--- src/rtl/qpp_pkg.sv ---
package qpp_pkg;
  localparam int unsigned N_W_DEF    = 13;
  localparam int unsigned NUM_PE_DEF = 4;
endpackage

--- src/rtl/qpp_mod_add.sv ---
// (a + b) mod n for a, b < n: single compare-and-subtract
module qpp_mod_add #(
  parameter int unsigned N_W = 13
) (
  input  logic [N_W-1:0] a_i,
  input  logic [N_W-1:0] b_i,
  input  logic [N_W-1:0] n_i,
  output logic [N_W-1:0] sum_o
);
  logic [N_W:0] raw;
  logic [N_W:0] red;

  always_comb begin
    raw   = {1'b0, a_i} + {1'b0, b_i};
    red   = raw - {1'b0, n_i};
    sum_o = (raw >= {1'b0, n_i}) ? red[N_W-1:0] : raw[N_W-1:0];
  end
endmodule

--- src/rtl/qpp_bank_split.sv ---
module qpp_bank_split #(
  parameter int unsigned N_W    = 13,
  parameter int unsigned NUM_PE = 4,
  localparam int unsigned PE_LOG = $clog2(NUM_PE),
  localparam int unsigned BANK_W = (PE_LOG > 0) ? PE_LOG : 1
) (
  input  logic [N_W-1:0]    addr_i,
  input  logic [N_W-1:0]    n_i,
  output logic [BANK_W-1:0] bank_o,
  output logic [N_W-1:0]    word_o
);
  logic [N_W-1:0] seg;
  logic [N_W-1:0] thr [NUM_PE];

  assign seg    = n_i >> PE_LOG;
  assign thr[0] = '0;

  // bank boundaries k*seg built by a chain of adders
  for (genvar k = 1; k < NUM_PE; k++) begin : g_thr
    assign thr[k] = thr[k-1] + seg;
  end

  always_comb begin
    bank_o = '0;
    word_o = addr_i;
    for (int k = 1; k < NUM_PE; k++) begin
      if (addr_i >= thr[k]) begin
        bank_o = BANK_W'(k);
        word_o = addr_i - thr[k];
      end
    end
  end
endmodule

--- src/rtl/qpp_addr_gen.sv ---
module qpp_addr_gen #(
  parameter int unsigned N_W    = qpp_pkg::N_W_DEF,
  parameter int unsigned NUM_PE = qpp_pkg::NUM_PE_DEF,
  localparam int unsigned PE_LOG = $clog2(NUM_PE),
  localparam int unsigned BANK_W = (PE_LOG > 0) ? PE_LOG : 1
) (
  input  logic              clk_i,
  input  logic              rst_ni,
  input  logic              start_i,
  input  logic [N_W-1:0]    n_i,
  input  logic [N_W-1:0]    f1_i,
  input  logic [N_W-1:0]    f2_i,
  output logic              valid_o,
  output logic              last_o,
  output logic [N_W-1:0]    idx_o,
  output logic [N_W-1:0]    addr_o,
  output logic [BANK_W-1:0] bank_o,
  output logic [N_W-1:0]    word_o
);
  logic           valid_q;
  logic [N_W-1:0] n_q, idx_q, addr_q, g_q, d_q;
  logic [N_W-1:0] g0, d0, addr_nxt, g_nxt;
  logic           at_end;

  // g(0) = f1 + f2, step d = 2*f2, both reduced once at start
  qpp_mod_add #(.N_W(N_W)) i_g0 (.a_i(f1_i), .b_i(f2_i), .n_i(n_i), .sum_o(g0));
  qpp_mod_add #(.N_W(N_W)) i_d0 (.a_i(f2_i), .b_i(f2_i), .n_i(n_i), .sum_o(d0));
  // running recursion
  qpp_mod_add #(.N_W(N_W)) i_an (.a_i(addr_q), .b_i(g_q), .n_i(n_q), .sum_o(addr_nxt));
  qpp_mod_add #(.N_W(N_W)) i_gn (.a_i(g_q), .b_i(d_q), .n_i(n_q), .sum_o(g_nxt));

  assign at_end = (idx_q == n_q - 1'b1);

  always_ff @(posedge clk_i or negedge rst_ni) begin
    if (!rst_ni) begin
      valid_q <= 1'b0;
      n_q     <= '0;
      idx_q   <= '0;
      addr_q  <= '0;
      g_q     <= '0;
      d_q     <= '0;
    end else if (start_i) begin
      valid_q <= 1'b1;
      n_q     <= n_i;
      idx_q   <= '0;
      addr_q  <= '0;
      g_q     <= g0;
      d_q     <= d0;
    end else if (valid_q) begin
      if (at_end) begin
        valid_q <= 1'b0;
      end else begin
        idx_q  <= idx_q + 1'b1;
        addr_q <= addr_nxt;
        g_q    <= g_nxt;
      end
    end
  end

  qpp_bank_split #(.N_W(N_W), .NUM_PE(NUM_PE)) i_split (
    .addr_i(addr_q), .n_i(n_q), .bank_o(bank_o), .word_o(word_o)
  );

  assign valid_o = valid_q;
  assign last_o  = valid_q & at_end;
  assign idx_o   = idx_q;
  assign addr_o  = addr_q;
endmodule

--- config.mk ---
export PLATFORM = sky130hd
export DESIGN_NAME = qpp_addr_gen
export DESIGN_NICKNAME = d
export VERILOG_FILES = /design/src/rtl/qpp_pkg.sv /design/src/rtl/qpp_mod_add.sv /design/src/rtl/qpp_bank_split.sv /design/src/rtl/qpp_addr_gen.sv
export SDC_FILE = /design/constraint.sdc
export NUM_CORES = 1
export LEC_CHECK = 0
export ABC_AREA = 1
export BUFFER_PORTS_ARGS = -buffer_cell sky130_fd_sc_hd__buf_2
export CELL_PAD_IN_SITES_DETAIL_PLACEMENT = 0
export CELL_PAD_IN_SITES_GLOBAL_PLACEMENT = 2
export CORE_MARGIN = 8
export CORE_UTILIZATION = 34
export CTS_CLUSTER_SIZE = 24
export DETAILED_ROUTE_END_ITERATION = 8
export GPL_TIMING_DRIVEN = 0
export PLACE_DENSITY = 0.81
export SETUP_SLACK_MARGIN = 0.15
export SYNTH_ARGS = -nofsm -noshare
export SYNTH_HDL_FRONTEND = slang
export SYNTH_SLANG_ARGS = --single-unit
--- constraint.sdc ---
create_clock -name clk_i -period 4.3 [get_ports clk_i]
set_input_delay 0 -clock clk_i [delete_from_list [all_inputs] [get_ports clk_i]]
set_output_delay 0 -clock clk_i [all_outputs]
set_load 0.1 [all_outputs]
==> results.yml, run 1 <==
logic_synthesis:
  post-synth-top-count-cell: "nand2_1"
  ys_ff_latch: 66
  ys.flop_type: "dfrtp_1"
  synth_seq_area_share: 0.144
  synth_top_area_frac: 0.186
  synthTopCellsByArea: "nand2_1, ha_1, dfrtp_1, nand3_1, inv_1"
  syn_area_um2: 11500
  yosysWarnings: 0
  yosysTopAreaCell: "nand2_1"
  postSynthCellCount: 1835
  syn_avg_cell_area_um2: 6.25
  yosysUniqueCellTypes: 52
  synth_enable_flop_cells: 0
  ys_top_cells_by_count: "nand2_1, inv_1, nand3_1"
  synthArstFlopShare: 1.00
  syn_nets: 2039
timing:
  rsz0062_at_grt: "false"
  period_share: 0.912
  setup_viol: 0
  relSlewSlack: 0.497
  worst_clock_skew_ns: 0.0103
  hold_viol: 0
  worst_hold_slack_ns: 0.0158
  fmax_mhz: 255
  final.min_clock_period_ns: 3.92
  slew_viol_final: 0
  tightest_slew_ns: 0.746
grt:
  grt_max_degree: 61
  grt_pass1_wl_um: 65100
  grt_pass1_vias: 11678
  gr-total-overflow: 0
  grtUsageTotal: 0.211
  antenna_found_initial: 0
floorplanning:
  fp.dieW_um: 200
  ios: 85
  rows: 67
  start_util: 0.344
  core_um2: 33400
  die_area_um2: 39900
  die_h_um: 200
worst_setup_path:
  critical_path.slowest_cell: "dfrtp_2"
  r2r_start: "addr_o[7]$_DFFE_PN0P_"
  crit_path_end_kind: "output pin"
  critPathLaunch: "n_q[4]$_DFFE_PN0P_"
  startpoint_type: "flip-flop"
  r2r_slack_ns: 0.50
  cp_top_family: "buffers and inverters"
  worstReg2RegEnd: "addr_o[2]$_DFFE_PN0P_"
  crit_chain: "clkinvlp_4, ha_4, a21oi_1, o21ai_2, nor2_2, o21ai_2, a21oi_1, o21bai_1, xor2_1, ha_1, buf_4, inv_1, nor3_4, nand3b_1, a31oi_4, inv_2, buf_4, nand3_1, nand2_1, buf_12"
  required_ns: 4.30
  path_class: "reg2out"
  cp.arrival_ns: 3.92
  critPathBufInv: 6
  slowest_delay_ns: 0.43
  worstPathMaxFanout: 10
  r2r_cells: 21
final_layout:
  n_antenna_cell: 0
  drive_above_1_share: 0.115
  nNetsFinal: 2179
  area_delta_synth_final_pct: 17.8
  fill_cells: 3673
clock_tree:
  cts_max_level: 3
  clock_path_buffers: 2
  worstSkewPairLatency_ns: 0.35
  cts.sinks: 66
  cts_tree: "built"
  root_buffer: "clkbuf_16"
  path_clk_slew_ns: 0.06
  cts_buffers: 9
routing:
  ant_nets: 0
  vias: 12278
  wirelength_um: 42600
  dr.pass1.iters: 5
  drtIter0Drc: 595
  wl_per_cell_um: 17.5
  drc: 0
  viasPerCell: 5.06
place:
  dp_hpwl_um: 35300
  gpl.final_weighted_congestion: 0.896
  portBuffers: 83
worst_hold_path:
  holdCritPathClass: "in2async"
flow_run:
  max-cap-violations: 0
run_status:
  outcome: "finished clean"
kinds of logic (layout without fill, tap and decap cells):
logic type / Yosys count / in the layout / share of synthesized area
adders and majority gates: 162 / 162 / 0.183
and+or+nand+nor: 986 / 986 / 0.371
xor gates and xnor gates: 124 / 124 / 0.0953
AOI/OAI and AO/OA: 220 / 220 / 0.110
DFF: 66 / 66 / 0.144
buffers and inverters: 277 / 422 / 0.0961
metrics by stage:
step           TNS (ns)  worst slack (ns)  std cells  area (um2)   util
4_1_cts               0             0.158       2414       13200  0.396
3_5_place_dp      -2.20            -0.243       2367       12500  0.375
6_report              0             0.378       2428       13500  0.405
5_1_grt               0             0.108       2428       13500  0.405
3_3_place_gp      -1.70            -0.179       2366       12500  0.374
2_1_floorplan         0             0.212       1835       11500      -
routing by layer:
metal / vias to the layer above / part of all wire / track usage
met5: - / 0 / 0
met1: 5693 / 0.48 / 0.287
met2: 228 / 0.46 / 0.346
met3: 64 / 0.033 / 0.0204
met4: 0 / 0.031 / 0.0700
li1: 6293 / - / -
registers in the layout, summed over array words and instances (netlist names):
register / flops
g_q: 13
n_q: 13
addr_o: 13
valid_o: 1
d_q: 13
idx_o: 13
placed cells by master (no fill, tap or decap), types with 6 or more instances in the layout:
cell           count
clkbuf_1          19
fa_1               9
inv_1            225
nand2_1          566
buf_6              9
nand4_1           65
o21ai_0           57
nor3_1            18
buf_4             44
xnor2_1           44
nand3_1          175
a21o_1            18
ha_1             147
clkinvlp_4        11
nor2_1           116
xor2_1            78
nand2_2            6
buf_2             75
o21bai_1          16
dlygate4sd3_1     13
nand3b_1          10
o21ai_2            6
or2_2              8
clkbuf_16          9
a21oi_1           92
dfrtp_1           56
dfrtp_2           10
worst max-delay path by stage:
stage	endpoint	slack, ns	cells after the start
after global routing	word_o[11]	0.11	20
after detailed placement	word_o[5]	-0.24	20
final	word_o[3]	0.38	20
after global placement	word_o[5]	-0.18	21
after CTS	word_o[5]	0.16	21
after floorplan	addr_o[2]$_DFFE_PN0P_	0.21	20
final cells by class:
type	instances	area, um2	share of cell area
timing repair buffer	129	902	0.0668
inverter	237	928	0.0687
sequential	66	1660	0.123
tap	448	561	0.0415
clock buffer	10	239	0.0177
multi-input combinational	1492	8890	0.658
clock inverter	6	114	0.00843
buffer	40	218	0.0161
timing repair:
item                                    4_1_cts  5_1_grt
pin swaps                                     1        9
hold buffers                                 13        0
hold endpoints to repair                     78        0
endpoints found under the setup margin       25       39
resized for setup                            41       47
gates cloned                                  0        0
buffers inserted                             18       14
Power of run 1 is left out: the tool's default activity adds up to more than one toggle a clock period on the data nets, which glitch-free logic cannot reach.
==> run 2: changes to the inputs <==
--- a/config.mk
+++ b/config.mk
@@ -9,6 +9,7 @@
 export BUFFER_PORTS_ARGS = -buffer_cell sky130_fd_sc_hd__buf_2
 export CELL_PAD_IN_SITES_DETAIL_PLACEMENT = 0
 export CELL_PAD_IN_SITES_GLOBAL_PLACEMENT = 2
+export CORE_ASPECT_RATIO = 0.75
 export CORE_MARGIN = 8
 export CORE_UTILIZATION = 34
 export CTS_CLUSTER_SIZE = 24
==> run 2 against run 1 <==
Net effect: via count increased by 1.6%; die area increased by 0.15%; routed wire length increased by 4.5%; critical path type unchanged; largest cell class unchanged.
==> results.yml, run 2 (synthesis gave the netlist of run 1 again) <==
routing:
  viasPerCell: 5.11
  drc: 0
  wl_met1_um: 23900
  wirelength_um: 44500
  drtIter0Drc: 1006
  dr.pass1.iters: 5
  highest_layer: "met4"
  wl_met2_um: 17400
  wl_per_cell_um: 18.2
  ant_nets: 0
  vias: 12476
  met3_length_um: 2620
grt:
  grtUsageTotal: 0.215
  antenna_found_initial: 1
  grt_pass1_wl_um: 67000
  gr-total-overflow: 0
  grt_max_degree: 63
  grt_pass1_vias: 11345
timing:
  hold_viol: 0
  rsz0062_at_grt: "true"
  slew_viol_final: 0
  tightest_slew_ns: 0.773
  setup_viol: 0
  final.min_clock_period_ns: 3.92
  worst_clock_skew_ns: 0.0127
  setup_ws_ns: 0.378
  fmax_mhz: 255
  relSlewSlack: 0.479
  period_share: 0.912
floorplanning:
  die_h_um: 175
  rows: 58
  core_um2: 33400
  start_util: 0.344
  fp.dieW_um: 228
  die_area_um2: 39900
  ios: 85
worst_setup_path:
  cp_top_family: "compound AO/OA/AOI/OAI gates"
  cp.arrival_ns: 3.92
  r2r_slack_ns: 0.41
  critPathBufInv: 3
  crit_path_end_kind: "output pin"
  crit_chain: "clkinvlp_4, ha_4, nand2_1, o21ai_1, nor2_2, o21ai_2, a21oi_1, o21bai_1, xor2_1, ha_1, nand2_2, nor2_2, nand3_1, nand3_1, nand2_2, a31oi_4, inv_4, nand2_2, nand2_1, o21ai_4, buf_6"
  startpoint_type: "flip-flop"
  path_common_cell: "nand2_2"
  required_ns: 4.30
  path_class: "reg2out"
  critical_path.slowest_cell: "dfrtp_2"
  slowest_delay_ns: 0.42
  worstPathMaxFanout: 6
final_layout:
  fill_cells: 3670
  n_antenna_cell: 0
  multi_input_area_um2: 8900
  register_area_um2: 1670
  final_common_cell: "nand2_1"
  nNetsFinal: 2192
  drive_above_1_share: 0.124
  final_cell_mix: "nand2_1, inv_1, nand3_1"
  area_delta_synth_final_pct: 19.1
  finalCoreUtilization: 0.410
clock_tree:
  path_clk_slew_ns: 0.06
  cts_tree: "built"
  worstSkewPairLatency_ns: 0.37
  cts.sinks: 66
  cts_max_level: 3
  root_buffer: "clkbuf_16"
  clock_path_buffers: 2
  cts_buffers: 9
worst_hold_path:
  holdCritPathClass: "in2reg"
place:
  post-place-ws_ns: -0.303
  portBuffers: 83
  dp_hpwl_um: 36900
  gpl.final_weighted_congestion: 0.920
flow_run:
  max-cap-violations: 0
run_status:
  outcome: "finished clean"
[run 2: repair_timing]
action,4_1_cts,5_1_grt
setup endpoints to repair,27,40
hold buffers,15,0
pin swaps,0,12
resized for setup,50,62
setup buffers,21,22
cloned,0,0
endpoints found under the hold margin,79,0
[run 2: tightest hold or removal path: stages]
cell and delay, ns:
buf_2 0.12, inv_1 0.06, nand4_1 0.09, nand3_1 0.08
nand2_1 0.05
[run 2: layer usage]
| layer | vias up | GRT usage |
|---|---|---|
| met3 | 28 | 0.0347 |
| met2 | 301 | 0.295 |
| li1 | 6349 | - |
| met1 | 5798 | 0.341 |
| met4 | 0 | 0.0390 |
| met5 | - | 0 |
[run 2: path summary, 6_finish.rpt]
kind | start | end | cells after the start
setup / recovery | n_q[6]$_DFFE_PN0P_ | word_o[0] | 21
hold / removal | f2_i[11] | d_q[12]$_DFFE_PN0P_ | 5
setup reg to reg | g_q[2]$_DFFE_PN0P_ | g_q[8]$_DFFE_PN0P_ | 21
hold reg to reg | d_q[11]$_DFFE_PN0P_ | d_q[11]$_DFFE_PN0P_ | 2
max in group asynchronous | rst_ni | idx_o[7]$_DFFE_PN0P_ | 3
min in group asynchronous | rst_ni | idx_o[11]$_DFFE_PN0P_ | 3
[run 2: cell type report]
class	count	area share
inverters	237	0.0681
multi-input cells	1492	0.651
repair buffers	142	0.0773
flip-flops and latches	66	0.122
plain buffers	40	0.0162
clock buffers	10	0.0175
well taps	450	0.0412
clock inverters	6	0.00659
[run 2: metrics by stage]
step	hold slack (ns)	cell area, um2	TNS [ns]	std cells
4_1_cts	0.0724	13300	0	2421
5_1_grt	0.0877	13700	0	2443
3_5_place_dp	-0.177	12500	-2.56	2369
3_3_place_gp	0.309	12500	-3.27	2368
2_1_floorplan	-0.296	11500	0	1835
6_report	0.0787	13700	0	2443
Power of run 2 is left out for the same reason.
